<file path="config.mk">
export PLATFORM = sky130hd
export DESIGN_NAME = conv_sequencer
export DESIGN_NICKNAME = d
export VERILOG_FILES = /design/src/rtl/conv_sequencer.sv
export SDC_FILE = /design/constraint.sdc
export NUM_CORES = 1
export LEC_CHECK = 0
export ABC_AREA = 1
export CAP_MARGIN = 10
export CORE_ASPECT_RATIO = 1.25
export CORE_MARGIN = 4
export CORE_UTILIZATION = 62
export CTS_CLUSTER_DIAMETER = 100
export DETAILED_ROUTE_END_ITERATION = 10
export DONT_BUFFER_PORTS = 1
export GPL_TIMING_DRIVEN = 0
export PLACE_DENSITY_LB_ADDON = 0.2
export SYNTH_ARGS = -nofsm -noshare
export SYNTH_HDL_FRONTEND = slang
export SYNTH_SLANG_ARGS = --single-unit
</file>
<file path="constraint.sdc">
create_clock -name clk -period 2.9 [get_ports clk]
set_input_delay 0.435 -clock clk [delete_from_list [all_inputs] [get_ports clk]]
set_output_delay 0.435 -clock clk [all_outputs]
set_load 0.1 [all_outputs]
</file>
<file path="src/rtl/conv_sequencer.sv">
module conv_sequencer #(
  parameter int NUM_CH = 8,
  parameter int RES_W  = 12,
  parameter int ID_W   = 4,
  localparam int CH_W   = $clog2(NUM_CH),
  localparam int WORD_W = ID_W + RES_W
) (
  input  logic              clk,
  input  logic              rst,
  input  logic [NUM_CH-1:0] mask_in,
  input  logic              mask_load,
  input  logic              next_req,
  input  logic              smp_ready,
  input  logic [RES_W-1:0]  smp_data,
  output logic [CH_W-1:0]   ch_sel,
  output logic              conv_start,
  output logic [WORD_W-1:0] result,
  output logic              result_valid
);

  logic [NUM_CH-1:0] en_in, en_r;
  logic [CH_W-1:0]   nxt_r, ch_r;
  logic              start_r, busy_r, valid_r;
  logic [WORD_W-1:0] word_r;

  for (genvar c = 0; c < NUM_CH; c++) begin : g_rev
    assign en_in[c] = mask_in[NUM_CH-1-c];
  end

  function automatic logic [CH_W-1:0] scan(input logic [NUM_CH-1:0] en,
                                           input logic [CH_W-1:0] from);
    logic            found;
    logic [CH_W-1:0] c;
    scan  = from;
    found = 1'b0;
    for (int k = 1; k <= NUM_CH; k++) begin
      c = CH_W'((int'(from) + k) % NUM_CH);
      if (!found && en[c]) begin
        scan  = c;
        found = 1'b1;
      end
    end
  endfunction

  always_ff @(posedge clk) begin
    if (rst) begin
      en_r    <= '0;
      nxt_r   <= '0;
      ch_r    <= '0;
      start_r <= 1'b0;
      busy_r  <= 1'b0;
      word_r  <= '0;
      valid_r <= 1'b0;
    end else begin
      start_r <= 1'b0;
      if (mask_load) begin
        en_r   <= en_in;
        nxt_r  <= scan(en_in, CH_W'(NUM_CH - 1));
        busy_r <= 1'b0;
      end else if (busy_r) begin
        if (smp_ready) begin
          word_r  <= {ID_W'(ch_r), smp_data};
          valid_r <= 1'b1;
          busy_r  <= 1'b0;
        end
      end else if (next_req) begin
        if (|en_r) begin
          ch_r    <= nxt_r;
          start_r <= 1'b1;
          busy_r  <= 1'b1;
          nxt_r   <= scan(en_r, nxt_r);
        end else begin
          valid_r <= 1'b0;
        end
      end
    end
  end

  assign ch_sel       = ch_r;
  assign conv_start   = start_r;
  assign result       = word_r;
  assign result_valid = valid_r;

  assert_start_single_R7: assert property (@(posedge clk) disable iff (rst)
    conv_start |=> !conv_start);

  assert_start_enabled_R2: assert property (@(posedge clk) disable iff (rst)
    conv_start |-> en_r[ch_sel]);

  assert_load_cancels_R5: assert property (@(posedge clk) disable iff (rst)
    mask_load |=> !conv_start);

  assert_pending_blocks_R9: assert property (@(posedge clk) disable iff (rst)
    busy_r |=> !conv_start);

  assert_empty_mask_R8: assert property (@(posedge clk) disable iff (rst)
    (en_r == '0 && next_req && !mask_load) |=> (!conv_start && !result_valid && $stable(result)));

  assert_tagged_word_R6: assert property (@(posedge clk) disable iff (rst)
    (busy_r && smp_ready && !mask_load) |=>
      (result_valid && result[WORD_W-1:RES_W] == ID_W'($past(ch_sel))));

endmodule

</file>
==> results.md <==
- Initial detailed-routing violation count: 87
- Clock network fraction of total power: 0.115
- Vias per cell: 5.59
- Synth unique cells: 32
- Vias in the first global route: 1776
- PwrDens: 1150 nW/um^2
- Synth async-reset ratio: 0
- Clock sinks: 32
- GR Util met3: 0.0573
- CTS Buffer Depth: 2
- Seq pwr share: 0.249
- H-tree levels: 2
- Area delta synth->final: 5.86%
- P_int: 1.12 mW
- Critical path class: register to register
- Clk slew on worst S/H paths: 100 ps
- Crit Path Max Fanout: 9
- Met1 Use GR: 0.272
- Core Rows: 22
- Synthesized cell area: 1900 um^2
- WL/cell: 13.2 um
- Register area share after synthesis: 0.337
- Cell taking the most area after synthesis: dfxtp_1
- Inserted Diodes: 0
- Worst-margin pin slew: 1030 ps
- Initial antenna violation count: 0
- Vias: 1902
- P_leak: 0.863 nW
- Starting Density: 0.646
- RSZ-0062 raised after global routing: no
- CTS tree: done
- DIE WIDTH: 57.5 um
- Final Max Tran Viols: 0
- Period utilisation layout: 0.903
- Hold crit path type: primary input to register
- Residual DRC: 0
- Crit path DAT: 2860 ps
- Number of enable flip-flop cells after synthesis: 0
- Worst slew margin: 0.312
- Total Nets Final: 330
- Die area: 4020 um^2
- Clk_skew: 9.13 ps
- Core ar.: 2950 um^2
- I/O Buffers: 0
- Sw Ratio: 0.517
- DR pass1 iterations: 4
- CP startpoint kind: register
- R2r setup slk: 280 ps
- Fin crit period: 2620 ps
- Post-Route WL: 4490 um
- Clk_lat worst skew: 330 ps
- FMAX: 382 MHz
- Max-cap violation count: 0
- Share of cells above drive strength 1: 0.0855
- Post-synth top flop: dfxtp_1
- Setup crit end kind: register
- Net Count, Synth: 322
- Status: complete, no violations
- Switching power: 1.20 mW
- Post-route ant nets: 0
- CTS root buffer: clkbuf_4
- Met2 global-route usage: 0.416
- Pin count of the biggest net entering global routing: 11
- Req. time, crit path: 3140 ps
- Flops & latches, synth: 32
- Gates resized, CTS repair: 0
- VDD IR max: 0.666 mV
- Avg Inst Size Synth: 6.45 um^2
- GP Congestion: 0.896
- Global routing's busiest layer: met2
- Total grt overflow: 0
- Synth area leaders: dfxtp_1, nand2_1, nand3_1, o21ai_0, inv_1
- DIE HEIGHT: 69.9 um
- Final Setup Violations: 0
- CTS Buf Count: 5
- Fin Setup TNS: 0 ps
- Area share of the largest cell type after synthesis: 0.337
- Pwr Total: 2.32 mW
- Detailed placement HPWL: 3470 um
- Ys Warns: 0
- Fin. Hold Viols: 0
- Comb power frac: 0.636
- Post-Syn Instances: 295
- IO Pins: 46
- Global-route wire length before repair: 7680 um
- Total global-route track usage: 0.241
## layout by cell type (no fill, tap or decap), types with 2 or more instances in the layout
cell type  count
o21ai_0       30
dfxtp_1       32
o21ai_1        2
nor4_1         3
buf_4          3
a21oi_1       22
inv_2          2
nand4_1        4
nand3b_1       3
nand2_2        4
a21oi_2        2
clkbuf_4       5
nand2_1       69
inv_1         33
ha_1           2
nand3_1       39
clkbuf_8       2
buf_2          2
nor2_1        24
clkbuf_1       7
nor2_2         2
## Yosys cell counts (2+ instances only)
cell type / instances
a21oi_1: 22
a21oi_2: 2
buf_2: 2
buf_4: 2
clkbuf_1: 5
dfxtp_1: 32
ha_1: 2
inv_1: 33
inv_2: 2
nand2_1: 69
nand2_2: 4
nand3_1: 39
nand3b_1: 3
nand4_1: 4
nor2_1: 24
nor2_2: 2
nor4_1: 3
o21ai_0: 30
o21ai_1: 2
## state kept, by name, summed over array words and instances (netlist names)
name / flops
nxt_r: 3
ch_sel: 3
conv_start: 1
busy_r: 1
result: 15
en_r: 8
result_valid: 1
## area by class of cell
cell class	instances	area [um^2]
Tap cell	36	45.0
Multi-Input combinational cell	215	1050
Inverter	36	135
Timing Repair Buffer	1	7.51
Sequential cell	32	641
Fill cell	271	932
Clock buffer	8	58.8
Buffer	12	72.6
## repair_timing
action / in CTS / in global routing
setup endpoints to repair: 0 / 1
hold buffers: 0 / 0
buffers inserted: 0 / 1
## power groups by stage
stage | Clock (mW) | Combinational [mW] | Sequential, mW
finish | 0.267 | 1.47 | 0.578
global route | 0.292 | 1.67 | 0.584
CTS | 0.272 | 1.43 | 0.579
detailed placement | 0 | 1.43 | 0.589
global placement | 0 | 1.40 | 0.587
floorplan | 0 | 1.18 | 0.580
## cells by family (layout without fill, tap and decap cells)
family	Yosys count	count (layout)	share of synthesized area
AND/OR/NAND/NOR	150	150	0.352
AO/OA/AOI/OAI	59	59	0.163
buffers and inverters	48	57	0.109
flip-flops	32	32	0.337
XOR/XNOR	3	3	0.0237
adder cells (fa/ha/maj)	2	2	0.0132
other	1	1	0.00197
## routing by layer
metal / vias to the layer above / share of wire
met3: 10 / 0.068
met5: - / 0
met1: 846 / 0.40
met4: 0 / 0.025
li1: 979 / -
met2: 67 / 0.51
## critical path: stages, from the launching register on
cell and delay (ps):
dfxtp_1 360, buf_6 170, inv_2 80, ha_1 270
buf_2 170, inv_1 160, nand3_1 120, nand3_1 90
o21ai_1 80, nor2_2 200, nand3_2 130, nor2_4 130
nand2_2 90, o21ai_0 170, inv_1 60, nand2_1 60
nand2_1 50, nand2_1 70, a21oi_2 50
## path summary, 6_finish.rpt
kind / startpoint / to / cells past startpoint
worst min register to register: en_r[6] / en_r[6] / 2
worst max register to register: nxt_r[1] / nxt_r[1] / 18
worst min-delay path: rst / result_valid / 1
worst max-delay path: nxt_r[1] / nxt_r[1] / 18
## through the flow
| step | cells | util | area [um^2] | hold slack (ps) | setup WS [ps] |
|---|---|---|---|---|---|
| floorplan | 295 | - | 1900 | 459 | 639 |
| global placement | 331 | 0.661 | 1950 | 490 | 343 |
| detailed placement | 331 | 0.661 | 1950 | 507 | 292 |
| CTS | 339 | 0.681 | 2010 | 142 | 282 |
| global route | 340 | 0.684 | 2010 | 131 | 1.86 |
| finish | 340 | 0.684 | 2010 | 154 | 281 |
Note: power is estimated with default switching activity, not from simulation.
